`config.mk`:
```
export PLATFORM = sky130hd
export DESIGN_NAME = station_addr_filter
export DESIGN_NICKNAME = d
export VERILOG_FILES = /design/src/rtl/sa_pkg.sv /design/src/rtl/sa_store.sv /design/src/rtl/sa_ctrl.sv /design/src/rtl/sa_compare.sv /design/src/rtl/station_addr_filter.sv
export SDC_FILE = /design/constraint.sdc
export NUM_CORES = 1
export LEC_CHECK = 0
export BUFFER_PORTS_ARGS = -buffer_cell sky130_fd_sc_hd__buf_2
export CORE_ASPECT_RATIO = 0.6
export CORE_UTILIZATION = 35
export DETAILED_ROUTE_END_ITERATION = 7
export GPL_ROUTABILITY_DRIVEN = 0
export GPL_TIMING_DRIVEN = 0
export MAX_ROUTING_LAYER = met4
export PLACE_DENSITY = 0.5
export SYNTH_ARGS = -nofsm -noshare
export SYNTH_HDL_FRONTEND = slang
export SYNTH_SLANG_ARGS = --single-unit
export TNS_END_PERCENT = 10
```
`constraint.sdc`:
```
create_clock -name clk -period 2.3 [get_ports clk]
set_input_delay 0.23 -clock clk [delete_from_list [all_inputs] [get_ports clk]]
set_output_delay 0.23 -clock clk [all_outputs]
set_load 0.02 [all_outputs]
```
`src/rtl/sa_pkg.sv`:
```
package sa_pkg;
  localparam int CTRL_SEL_BIT = 0;
  localparam int CTRL_REQ_BIT = 1;
endpackage

```
`src/rtl/sa_store.sv`:
```
module sa_store #(
  parameter int NB = 6,
  parameter int BW = 8,
  localparam int PW = $clog2(NB)
) (
  input  logic            clk,
  input  logic            rst,
  input  logic            we,
  input  logic [PW-1:0]   wptr,
  input  logic [BW-1:0]   wdata,
  input  logic [PW-1:0]   host_ptr,
  input  logic [PW-1:0]   cmp_ptr,
  output logic [BW-1:0]   host_byte,
  output logic [BW-1:0]   cmp_byte,
  output logic [NB*BW-1:0] addr_flat
);
  logic [BW-1:0] mem [NB];

  always_ff @(posedge clk) begin
    if (rst) begin
      for (int i = 0; i < NB; i++) mem[i] <= '0;
    end else if (we) begin
      mem[wptr] <= wdata;
    end
  end

  assign host_byte = mem[host_ptr];
  assign cmp_byte  = mem[cmp_ptr];

  genvar g;
  generate
    for (g = 0; g < NB; g++) begin : g_flat
      assign addr_flat[g*BW +: BW] = mem[g];
    end
  endgenerate
endmodule

```
`src/rtl/sa_ctrl.sv`:
```
module sa_ctrl
  import sa_pkg::*;
#(
  parameter int NB = 6,
  parameter int BW = 8,
  localparam int PW = $clog2(NB)
) (
  input  logic          clk,
  input  logic          rst,
  input  logic          host_wr,
  input  logic          host_rd,
  input  logic          host_is_ctrl,
  input  logic [BW-1:0] host_wdata,
  input  logic          rx_enable,
  input  logic          frame_busy,
  input  logic [BW-1:0] store_byte,
  output logic [BW-1:0] host_rdata,
  output logic [PW-1:0] ptr,
  output logic          store_we,
  output logic          seen_en,
  output logic          granted
);
  logic addr_sel, chg_req;
  logic ctrl_wr, ctrl_rd, data_wr, data_rd, access_ok, advance;

  assign ctrl_wr   = host_wr && host_is_ctrl;
  assign ctrl_rd   = host_rd && !host_wr && host_is_ctrl;
  assign data_wr   = host_wr && !host_is_ctrl;
  assign data_rd   = host_rd && !host_wr && !host_is_ctrl;
  assign access_ok = addr_sel && (!seen_en || granted);
  assign store_we  = data_wr && access_ok;
  assign advance   = (data_wr || data_rd) && access_ok;

  always_ff @(posedge clk) begin
    if (rst) begin
      addr_sel   <= 1'b0;
      chg_req    <= 1'b0;
      granted    <= 1'b0;
      seen_en    <= 1'b0;
      ptr        <= '0;
      host_rdata <= '0;
    end else begin
      if (rx_enable) seen_en <= 1'b1;
      if (chg_req && !frame_busy) begin
        chg_req <= 1'b0;
        granted <= 1'b1;
      end
      if (ctrl_wr) begin
        addr_sel <= host_wdata[CTRL_SEL_BIT];
        if (host_wdata[CTRL_REQ_BIT]) chg_req <= 1'b1;
        if (!host_wdata[CTRL_SEL_BIT]) granted <= 1'b0;
        ptr <= '0;
      end else if (advance) begin
        ptr <= (ptr == PW'(NB-1)) ? '0 : ptr + PW'(1);
      end
      if (ctrl_rd)
        host_rdata <= {{(BW-2){1'b0}}, chg_req, addr_sel};
      else if (data_rd)
        host_rdata <= access_ok ? store_byte : '0;
    end
  end


  ptr_range_chk: assert property (@(posedge clk) disable iff (rst)
    ptr <= PW'(NB-1));


  req_release_chk: assert property (@(posedge clk) disable iff (rst)
    $fell(chg_req) |-> !$past(frame_busy));


  seen_sticky_chk: assert property (@(posedge clk) disable iff (rst)
    $past(seen_en) |-> seen_en);
endmodule

```
`src/rtl/sa_compare.sv`:
```
module sa_compare #(
  parameter int NB = 6,
  parameter int BW = 8,
  localparam int PW = $clog2(NB)
) (
  input  logic          clk,
  input  logic          rst,
  input  logic          rx_sof,
  input  logic          rx_valid,
  input  logic [BW-1:0] rx_byte,
  input  logic          match_disable,
  input  logic [BW-1:0] st_byte,
  output logic [PW-1:0] cmp_idx,
  output logic          busy,
  output logic          match,
  output logic          match_valid
);
  logic          active, eq, grp;
  logic [PW-1:0] idx;
  logic          first, cont, hit;

  assign first   = rx_valid && rx_sof;
  assign cont    = rx_valid && !rx_sof && active;
  assign cmp_idx = first ? '0 : idx;
  assign hit     = (rx_byte == st_byte);
  assign busy    = active || first;

  always_ff @(posedge clk) begin
    if (rst) begin
      active      <= 1'b0;
      eq          <= 1'b0;
      grp         <= 1'b0;
      idx         <= '0;
      match       <= 1'b0;
      match_valid <= 1'b0;
    end else if (first) begin
      match_valid <= 1'b0;
      match       <= 1'b0;
      eq          <= hit && !rx_byte[0];
      grp         <= rx_byte[0];
      idx         <= PW'(1);
      active      <= 1'b1;
    end else if (cont) begin
      eq  <= eq && hit;
      idx <= idx + PW'(1);
      if (idx == PW'(NB-1)) begin
        active      <= 1'b0;
        idx         <= '0;
        match_valid <= 1'b1;
        match       <= eq && hit && !match_disable;
      end
    end
  end


  match_needs_valid_chk: assert property (@(posedge clk) disable iff (rst)
    match |-> match_valid);


  disable_kills_chk: assert property (@(posedge clk) disable iff (rst)
    ($rose(match_valid) && $past(match_disable)) |-> !match);


  group_never_chk: assert property (@(posedge clk) disable iff (rst)
    ($rose(match_valid) && grp) |-> !match);


  result_hold_chk: assert property (@(posedge clk) disable iff (rst)
    (match_valid && !first) |=> (match_valid && $stable(match)));
endmodule

```
`src/rtl/station_addr_filter.sv`:
```
module station_addr_filter #(
  parameter int ADDR_BYTES = 6,
  parameter int BYTE_W     = 8
) (
  input  logic              clk,
  input  logic              rst,
  input  logic              host_wr,
  input  logic              host_rd,
  input  logic              host_is_ctrl,
  input  logic [BYTE_W-1:0] host_wdata,
  output logic [BYTE_W-1:0] host_rdata,
  input  logic              rx_enable,
  input  logic              match_disable,
  input  logic              rx_sof,
  input  logic              rx_valid,
  input  logic [BYTE_W-1:0] rx_byte,
  output logic              match,
  output logic              match_valid
);
  localparam int PW = $clog2(ADDR_BYTES);

  logic [PW-1:0]     host_ptr, cmp_idx;
  logic              store_we, seen_en, granted, frame_busy;
  logic [BYTE_W-1:0] host_byte, cmp_byte;
  logic [ADDR_BYTES*BYTE_W-1:0] station;

  sa_ctrl #(.NB(ADDR_BYTES), .BW(BYTE_W)) u_ctrl (
    .clk(clk), .rst(rst),
    .host_wr(host_wr), .host_rd(host_rd), .host_is_ctrl(host_is_ctrl),
    .host_wdata(host_wdata), .rx_enable(rx_enable), .frame_busy(frame_busy),
    .store_byte(host_byte), .host_rdata(host_rdata), .ptr(host_ptr),
    .store_we(store_we), .seen_en(seen_en), .granted(granted)
  );

  sa_store #(.NB(ADDR_BYTES), .BW(BYTE_W)) u_store (
    .clk(clk), .rst(rst), .we(store_we), .wptr(host_ptr), .wdata(host_wdata),
    .host_ptr(host_ptr), .cmp_ptr(cmp_idx), .host_byte(host_byte),
    .cmp_byte(cmp_byte), .addr_flat(station)
  );

  sa_compare #(.NB(ADDR_BYTES), .BW(BYTE_W)) u_cmp (
    .clk(clk), .rst(rst), .rx_sof(rx_sof), .rx_valid(rx_valid),
    .rx_byte(rx_byte), .match_disable(match_disable), .st_byte(cmp_byte),
    .cmp_idx(cmp_idx), .busy(frame_busy), .match(match),
    .match_valid(match_valid)
  );


  locked_store_chk: assert property (@(posedge clk) disable iff (rst)
    (host_wr && !host_is_ctrl && seen_en && !granted) |=> $stable(station));
endmodule

```
==> impl_metrics.json, run 1 <==
{
  "whs_endpoint": "u_ctrl.seen_en",
  "slew_viol_final": 0,
  "final_area_sq_um": 5340,
  "coreArea_sq_um": 12300,
  "synth_edf_count": 64,
  "numPortBuffers": 31,
  "fill_cells": 1178,
  "multi_input_area_sq_um": 2010,
  "synth-simple-area-share": 0.155,
  "drt_iter0_drc": 388,
  "synth_area_sq_um": 4540,
  "dpl-instance-area_sq_um": 4910,
  "clk_latency_ns": 0.34,
  "crit_top_cell": "buf_4",
  "antenna_found_initial": 0,
  "reg2regPathDepth": 10,
  "drt_wl_total_microns": 14200,
  "num_vias": 3475,
  "power_uw": 3670,
  "grt_pass1_wl_microns": 21200,
  "r2r_setup_slack_ns": -0.05,
  "hold_slack_ns": 0.0955,
  "cpMaxStageDelayCell": "o41ai_2",
  "rr_startpoint": "u_cmp.idx[2]",
  "start_util": 0.368,
  "ir_drop_mv": 0.361,
  "drive_above_1_share": 0.290,
  "end_kind": "flip-flop",
  "drt-vias-per-instance": 5.63,
  "start_kind": "flip-flop",
  "critPathRequiredTime_ns": 2.55,
  "syn2layout_area_growth_pct": 17.6,
  "dieArea_sq_um": 13500,
  "fmax_mhz": 425,
  "finalWorstSetupSlack_ns": -0.0538,
  "synth_top_family_by_area": "simple AND/OR/NAND/NOR gates",
  "violations": "setup timing",
  "synthFlopType": "edfxtp_1",
  "htreeDepth": 3,
  "synth_adder_area_share": 0,
  "muxShareOfSynthArea": 0.132,
  "final-hold-violation-count": 0,
  "synth_cells": 402,
  "critical_path_class": "flip-flop to flip-flop",
  "ys_seq_area_frac": 0.533,
  "crit_path_max_incr_delay_ns": 0.33,
  "track_usage": 0.227,
  "fin_crit_sh": 1.02,
  "gr-total-overflow": 0,
  "dpl.hpwl_microns": 10100,
  "setup_violations": 1,
  "max_cap_viol_count": 0,
  "cts_tree": "done",
  "cp_max_fo": 10,
  "yosysWarnings": 0,
  "async_reset_ff_frac": 0,
  "clock_skew_ns": 0.00670,
  "die_y_microns": 90.3,
  "leakagePower_uw": 0.00197,
  "clkSlewWorstSetupHoldPaths_ns": 0.07,
  "first_pass_iters": 5,
  "ios": 35,
  "timing.slew.headroom": 0.492,
  "worst_slew_pin_slew_ns": 0.761,
  "ant_nets": 0,
  "grt_start_max_net_pins": 15,
  "root_buffer": "clkbuf_16",
  "hold_depth": 3,
  "fp.dieW_microns": 149,
  "arrival_ns": 2.60,
  "drcViolationCount": 0,
  "synth.distinct_cells": 50,
  "hold_buffers": 0,
  "grt_pass1_vias": 3381,
  "rr_endpoint": "u_cmp.eq",
  "row_count": 31,
  "diodes": 0,
  "hold_class": "input port to flip-flop",
  "cts_sinks": 89,
  "syn_area_per_cell_sq_um": 11.3,
  "numCtsBuffers": 9,
  "nNetsFinal": 472,
  "wl_per_cell_microns": 22.9,
  "clockBufferDepth": 2,
  "holdCritStartpoint": "rx_enable",
  "seq_area_sq_um": 2420,
  "powerDensity_nw_per_um2": 687,
  "synthesis.nets": 427,
  "worstPathCellList": "buf_4 > buf_6 > clkinvlp_4 > buf_4 > a2bb2oi_1 > o211ai_1 > xor2_1 > nor4_2 > mux2i_1 > o41ai_2",
  "synth-compound-area-share": 0.117,
  "synth_xor_area_frac": 0.0193,
  "period_needed_ns": 2.35,
  "synth-seq-cells": 89,
  "status": "complete, but fails checks",
  "rsz0062_at_grt": "true"
}
## where the power goes
part / switching (uW) / internal [uW] / leakage (uW)
sequential: 28.8 / 1750 / 0.000882
combinational: 193 / 133 / 0.000939
clock: 619 / 947 / 0.000152
total: 841 / 2830 / 0.00197
## routing by layer
layer  global-route usage  vias to the layer above  part of all wire
met5                    -                        -                 0
met4               0.0544                        0             0.017
met3               0.0641                       17              0.10
met2                0.282                      190              0.39
met1                0.352                     1687              0.49
li1                     -                     1581                 -
## what timing repair did
action	4_1_cts	5_1_grt
setup endpoints to repair	136	47
hold endpoints to repair	0	0
resized for setup	17	15
setup buffers	1	3
## per-stage QoR
| step | utilization | TNS, ns | worst slack, ns | cells |
|---|---|---|---|---|
| 2_1_floorplan | - | 0 | 0.274 | 402 |
| 3_3_place_gp | 0.398 | -30.20 | -1.02 | 598 |
| 3_5_place_dp | 0.398 | -27.43 | -0.989 | 598 |
| 4_1_cts | 0.427 | -0.339 | -0.0808 | 614 |
| 5_1_grt | 0.433 | -0.263 | -0.246 | 617 |
| 6_report | 0.433 | -0.0538 | -0.0538 | 617 |
## cells in the mapped netlist, types with 7 or more instances
cell | instances | area, sq um
mux4_2 | 16 | 360
mux2_2 | 14 | 158
mux2i_1 | 8 | 80.1
a21oi_1 | 19 | 95.1
dfxtp_1 | 25 | 500
nand2b_1 | 8 | 50.1
o221ai_1 | 7 | 61.3
o21ai_0 | 9 | 45.0
nor3_1 | 10 | 50.1
nand2_1 | 30 | 113
inv_1 | 13 | 48.8
nor2_1 | 74 | 278
edfxtp_1 | 64 | 1920
buf_2 | 9 | 45.0
clkbuf_1 | 8 | 30.0
## cell usage in the layout (no fill, tap or decap), types with 6 or more instances in the layout
| master | n |
|---|---|
| a21oi_1 | 19 |
| a22oi_1 | 6 |
| buf_2 | 39 |
| buf_4 | 9 |
| clkbuf_1 | 6 |
| clkbuf_16 | 9 |
| dfxtp_1 | 24 |
| edfxtp_1 | 64 |
| inv_1 | 12 |
| mux2_2 | 14 |
| mux2i_1 | 7 |
| mux4_2 | 16 |
| nand2_1 | 26 |
| nand3_1 | 6 |
| nor2_1 | 72 |
| nor3_1 | 8 |
| o21ai_0 | 9 |
| o221ai_1 | 6 |
| xnor2_1 | 6 |
## state kept, by name, summed over array words and instances, names as in the netlist, 3 cells and up, named ones only
name / flops
u_store.mem: 64
u_ctrl.ptr: 3
u_cmp.idx: 3
u_ctrl.host_rdata: 8
## critical path: cells and delay by family (launching register included)
kind / cells / cell delay [ns]
AO/OA/AOI/OAI: 3 / 0.66
buffers and inverters: 4 / 0.72
flip-flops: 1 / 0.31
AND/OR/NAND/NOR: 1 / 0.19
multiplexers: 1 / 0.16
XOR/XNOR: 1 / 0.22
## kinds of logic after synthesis
logic type	after synthesis
muxes	38
AOI/OAI and AO/OA	74
buffers and inverters	38
DFF	89
and+or+nand+nor	153
xor gates and xnor gates	10
## cell type report
cell class	instances	share of cell area
clock buffer	10	0.0428
tap	165	0.0386
sequential	89	0.454
timing repair buffer	35	0.0347
multi-input combinational	275	0.377
inverter	13	0.00983
buffer	24	0.0283
clock inverter	6	0.0155
## how the worst max path moves through the flow
stage | start | endpoint | slack (ns)
floorplan | u_ctrl.seen_en | u_store.mem[4][0] | 0.27
global placement | u_ctrl.seen_en | u_store.mem[4][7] | -1.02
detailed placement | u_ctrl.seen_en | u_store.mem[4][5] | -0.99
CTS | u_cmp.idx[2] | u_cmp.eq | -0.08
global route | u_cmp.idx[2] | u_cmp.eq | -0.25
finish | u_cmp.idx[2] | u_cmp.eq | -0.05
Note: power is estimated with default switching activity, not from simulation.
==> run 2, diff against run 1 <==
MAX_ROUTING_LAYER = not set   (was met4)
==> run 2 against run 1 <==
- the flow still finishes with violations (setup timing)
- largest power group unchanged
- critical path type unchanged
- global-route usage decreased by 0.64 points
- total power decreased by 0.15%
- clock power about the same
- via count increased by 0.12%
- combinational power about the same
- highest routed layer unchanged
- die area unchanged
==> impl_metrics.json, run 2 (synthesis results as in run 1) <==
{
  "powerDensity_nw_per_um2": 685,
  "finalNonFillerCells": 617,
  "numCtsBuffers": 9,
  "final-hold-violation-count": 0,
  "ios": 35,
  "setup_tns_ns": -0.0346,
  "gr-total-overflow": 0,
  "numPortBuffers": 31,
  "htreeDepth": 3,
  "violations": "setup timing",
  "leakagePower_uw": 0.00198,
  "root_buffer": "clkbuf_16",
  "drt_wl_total_microns": 14200,
  "start_util": 0.368,
  "cts_sinks": 89,
  "crit_path_max_incr_delay_ns": 0.60,
  "end_kind": "flip-flop",
  "drcViolationCount": 0,
  "clockBufferDepth": 2,
  "dieArea_sq_um": 13500,
  "status": "complete, but fails checks",
  "critPathRequiredTime_ns": 2.55,
  "fp.dieW_microns": 149,
  "ant_nets": 0,
  "period_needed_ns": 2.33,
  "arrival_ns": 2.59,
  "crit_top_cell": "buf_6",
  "first_pass_iters": 5,
  "rsz0062_at_grt": "true",
  "hold_depth": 3,
  "cp_max_fo": 10,
  "num_vias": 3479,
  "rr_startpoint": "u_cmp.idx[0]",
  "crit_family": "compound AO/OA/AOI/OAI gates",
  "fmax_mhz": 428,
  "whs_endpoint": "u_ctrl.seen_en",
  "start_kind": "flip-flop",
  "path_buf_inv": 3,
  "power_uw": 3660,
  "wl_per_cell_microns": 23.0,
  "hold_class": "input port to flip-flop",
  "reg2regPathDepth": 8,
  "rr_endpoint": "u_cmp.eq",
  "layout_common_cells": "nor2_1, edfxtp_1, buf_2, nand2_1, dfxtp_1",
  "drt-vias-per-instance": 5.64,
  "grt_start_max_net_pins": 15,
  "setup_violations": 1,
  "worstPathCellList": "buf_6 > buf_6 > buf_4 > nor3_1 > o32ai_1 > xnor2_1 > nand2_1 > o41ai_2",
  "fin_crit_sh": 1.02,
  "final_area_sq_um": 5350,
  "drive_above_1_share": 0.290,
  "grt_pass1_vias": 3384,
  "die_y_microns": 90.3,
  "nNetsFinal": 472,
  "final_common_cell": "nor2_1",
  "slew_viol_final": 0,
  "drt_iter0_drc": 363,
  "critical_path_class": "flip-flop to flip-flop",
  "regMostFlops": "u_store.mem",
  "clk_latency_ns": 0.34,
  "largestRegisters": "u_store.mem: 64 flops, u_ctrl.host_rdata: 8 flops",
  "hold_slack_ns": 0.0959,
  "max_cap_viol_count": 0,
  "holdCritStartpoint": "rx_enable",
  "grt_pass1_wl_microns": 21200,
  "dpl.hpwl_microns": 10100,
  "dp_cells": 598,
  "diodes": 0,
  "dpl-instance-area_sq_um": 4910,
  "coreArea_sq_um": 12300,
  "finalWorstSetupSlack_ns": -0.0346,
  "worst_slew_pin_slew_ns": 0.751,
  "antenna_found_initial": 0,
  "cts_tree": "done",
  "track_usage": 0.220,
  "clkSlewWorstSetupHoldPaths_ns": 0.07,
  "syn2layout_area_growth_pct": 17.7,
  "clock_skew_ns": 0.00734,
  "row_count": 31,
  "largest_reg_flops": 64,
  "cpMaxStageDelayCell": "o32ai_1",
  "r2r_setup_slack_ns": -0.03,
  "timing.slew.headroom": 0.499,
  "ir_drop_mv": 0.361
}
run 2: cell counts in the layout (fill, tap and decap cells not counted):
Identical to the previous run, type by type.
run 2: worst register-to-register path: stages (launching register included):
cell,delay (ns)
dfxtp_2,0.40
buf_6,0.18
buf_6,0.21
buf_4,0.22
nor3_1,0.08
o32ai_1,0.60
xnor2_1,0.22
nand2_1,0.09
o41ai_2,0.26
run 2: how the worst max path moves through the flow:
| stage | from | to | slack (ns) | cells after the start |
|---|---|---|---|---|
| floorplan | u_ctrl.seen_en | u_store.mem[4][0] | 0.27 | 7 |
| global placement | u_ctrl.seen_en | u_store.mem[4][7] | -1.02 | 7 |
| detailed placement | u_ctrl.seen_en | u_store.mem[4][5] | -0.99 | 7 |
| CTS | u_cmp.idx[2] | u_cmp.eq | -0.08 | 9 |
| global route | u_cmp.idx[2] | u_cmp.eq | -0.25 | 9 |
| finish | u_cmp.idx[0] | u_cmp.eq | -0.03 | 8 |
run 2: repair_timing:
item / in CTS / in global routing
pin swaps: 0 / 0
setup buffers: 1 / 3
endpoints found under the hold margin: 0 / 0
hold buffers: 0 / 0
setup endpoints to repair: 136 / 47
gates resized for setup: 17 / 16
run 2: final cells by class:
cell class,instances,area (sq um)
Clock inverter,6,82.6
Timing Repair Buffer,35,185
Inverter,13,52.6
Sequential cell,89,2420
Clock buffer,10,229
Fill cell,1177,6990
Multi-Input combinational cell,275,2020
Tap cell,165,206
Buffer,24,151
run 2: metrics by stage:
step,utilization,setup slack [ns]
final,0.434,-0.0346
after global routing,0.434,-0.246
after CTS,0.427,-0.0808
after detailed placement,0.398,-0.989
after global placement,0.398,-1.02
after floorplan,-,0.274
run 2: power breakdown:
part / switching [uW] / total (uW) / internal (uW) / leakage, uW
Combinational: 194 / 328 / 134 / 0.000946
Sequential: 29.3 / 1780 / 1750 / 0.000882
Clock: 612 / 1560 / 947 / 0.000152
Total: 835 / 3660 / 2830 / 0.00198
run 2: per-layer routing:
metal / GRT usage / up-vias / wire length, microns / part of all wire
met5: 0 / - / 0 / 0
met4: 0.0544 / 0 / 242 / 0.017
met3: 0.0641 / 18 / 1420 / 0.10
met2: 0.282 / 169 / 5490 / 0.39
met1: 0.352 / 1701 / 7040 / 0.50
li1: - / 1591 / - / -
==> run 3, diff against run 2 <==
CTS_BUF_LIST = sky130_fd_sc_hd__clkbuf_16   (was not set)
==> run 3 against run 2 <==
- the run still ends with setup timing left
- sequential cell count did not move
- sequential power barely moved
- combinational power about the same
- total power is 0.11% lower
- critical path depth stayed put
- clock-buffer cell count fell by 1
- utilization did not move
- cell area stayed put
- clock power about the same
- worst setup slack hardly changed
- critical endpoint unchanged
==> impl_metrics.json, run 3 (synthesis results as in run 1) <==
{
  "status": "complete, but fails checks",
  "violations": "setup timing",
  "htreeDepth": 3,
  "drt-vias-per-instance": 5.64,
  "holdCritStartpoint": "rx_enable",
  "post-route-util": 0.434,
  "cpMaxStageDelayCell": "o32ai_1",
  "start_util": 0.368,
  "preCtsSetupSlack_ns": -0.989,
  "fp.dieW_microns": 149,
  "dp_cells": 598,
  "coreArea_sq_um": 12300,
  "critical_path_class": "flip-flop to flip-flop",
  "cts_sinks": 89,
  "powerDensity_nw_per_um2": 684,
  "leakagePower_uw": 0.00198,
  "critPathRequiredTime_ns": 2.55,
  "timing.slew.headroom": 0.499,
  "grt_pass1_wl_microns": 21200,
  "arrival_ns": 2.59,
  "finalNonFillerCells": 617,
  "hold_slack_ns": 0.0957,
  "period_needed_ns": 2.33,
  "final_common_cell": "nor2_1",
  "drt_wl_total_microns": 14200,
  "drt_iter0_drc": 361,
  "track_usage": 0.220,
  "clkSlewWorstSetupHoldPaths_ns": 0.07,
  "grt_start_max_net_pins": 15,
  "worstPathCellList": "buf_6 > buf_6 > buf_4 > nor3_1 > o32ai_1 > xnor2_1 > nand2_1 > o41ai_2",
  "crit_family": "compound AO/OA/AOI/OAI gates",
  "num_vias": 3477,
  "grt_pass1_vias": 3384,
  "end_kind": "flip-flop",
  "syn2layout_area_growth_pct": 17.7,
  "crit_start": "u_cmp.idx[0]",
  "cell_internal_pwr_uw": 2820,
  "dpl.hpwl_microns": 10100,
  "clockBufferDepth": 2,
  "largest_reg_flops": 64,
  "path_buf_inv": 3,
  "largestRegisters": "u_store.mem: 64 flops, u_ctrl.host_rdata: 8 flops",
  "final_area_sq_um": 5350,
  "layout_common_cells": "nor2_1, edfxtp_1, buf_2, nand2_1, dfxtp_1",
  "finalWorstSetupSlack_ns": -0.0345,
  "gr-total-overflow": 0,
  "setup_violations": 1,
  "root_buffer": "clkbuf_16",
  "numCtsBuffers": 9,
  "diodes": 0,
  "first_pass_iters": 5,
  "clock_skew_ns": 0.00744,
  "fmax_mhz": 428,
  "ant_nets": 0,
  "ios": 35,
  "fin_crit_sh": 1.01,
  "antenna_found_initial": 0,
  "final-hold-violation-count": 0,
  "worst_slew_pin_slew_ns": 0.751,
  "row_count": 31,
  "swShare": 0.228,
  "die_y_microns": 90.3,
  "rsz0062_at_grt": "true",
  "pwr-share-clk": 0.425,
  "crit_path_max_incr_delay_ns": 0.60,
  "wl_per_cell_microns": 23.0,
  "rr_startpoint": "u_cmp.idx[0]",
  "hold_class": "input port to flip-flop",
  "hold_buffers": 0,
  "sequentialPowerShare": 0.486,
  "nNetsFinal": 472,
  "numPortBuffers": 31,
  "slew_viol_final": 0,
  "p_switching_uw": 836,
  "cts_tree": "done",
  "cp_max_fo": 10,
  "regMostFlops": "u_store.mem",
  "start_kind": "flip-flop",
  "crit_top_cell": "buf_6",
  "ir_drop_mv": 0.361,
  "dpl-instance-area_sq_um": 4910,
  "drive_above_1_share": 0.290,
  "dieArea_sq_um": 13500,
  "drcViolationCount": 0,
  "max_cap_viol_count": 0,
  "clk_latency_ns": 0.34,
  "power_frac_comb": 0.090
}
-- run 3: worst reg2reg max path, cell delays in order, from the launching register on --
cell and delay [ns]:
dfxtp_2 0.40, buf_6 0.18, buf_6 0.21, buf_4 0.22, nor3_1 0.08, o32ai_1 0.60
xnor2_1 0.22, nand2_1 0.09, o41ai_2 0.26
-- run 3: metrics by stage --
step / total power [uW] / setup TNS [ns]
floorplan: 2000 / 0
detailed placement: 2120 / -27.43
CTS: 3650 / -0.333
global placement: 2110 / -30.20
finish: 3660 / -0.0345
global route: 3770 / -0.263
-- run 3: power groups by stage --
stage | sequential, uW | combinational (uW) | clock, uW
after detailed placement | 1810 | 306 | 0
after global routing | 1780 | 354 | 1630
after CTS | 1770 | 312 | 1570
final | 1780 | 328 | 1550
after global placement | 1810 | 305 | 0
after floorplan | 1800 | 203 | 0
-- run 3: worst paths after layout --
kind         slack (ns)  cells after the start                 to
max               -0.03                      8           u_cmp.eq
min                 0.1                      3     u_ctrl.seen_en
max reg2reg       -0.03                      8           u_cmp.eq
min reg2reg        0.47                      2  u_cmp.match_valid
-- run 3: final cells by class --
type | count | area [sq um]
inverter | 13 | 52.6
multi-input combinational | 275 | 2020
tap | 165 | 206
timing repair buffer | 35 | 185
clock inverter | 7 | 86.3
clock buffer | 9 | 225
buffer | 24 | 151
sequential | 89 | 2420
fill | 1177 | 6990
-- run 3: per-layer routing --
layer,share of wire,vias to the layer above,track usage
li1,-,1590,-
met1,0.50,1702,0.352
met2,0.39,167,0.282
met3,0.10,18,0.0641
met4,0.017,0,0.0544
met5,0,-,0
-- run 3: repair_timing --
action                     in CTS  in global routing
pin swaps                       0                  0
buffers inserted                1                  3
setup endpoints to repair     136                 47
gates resized for setup        17                 16
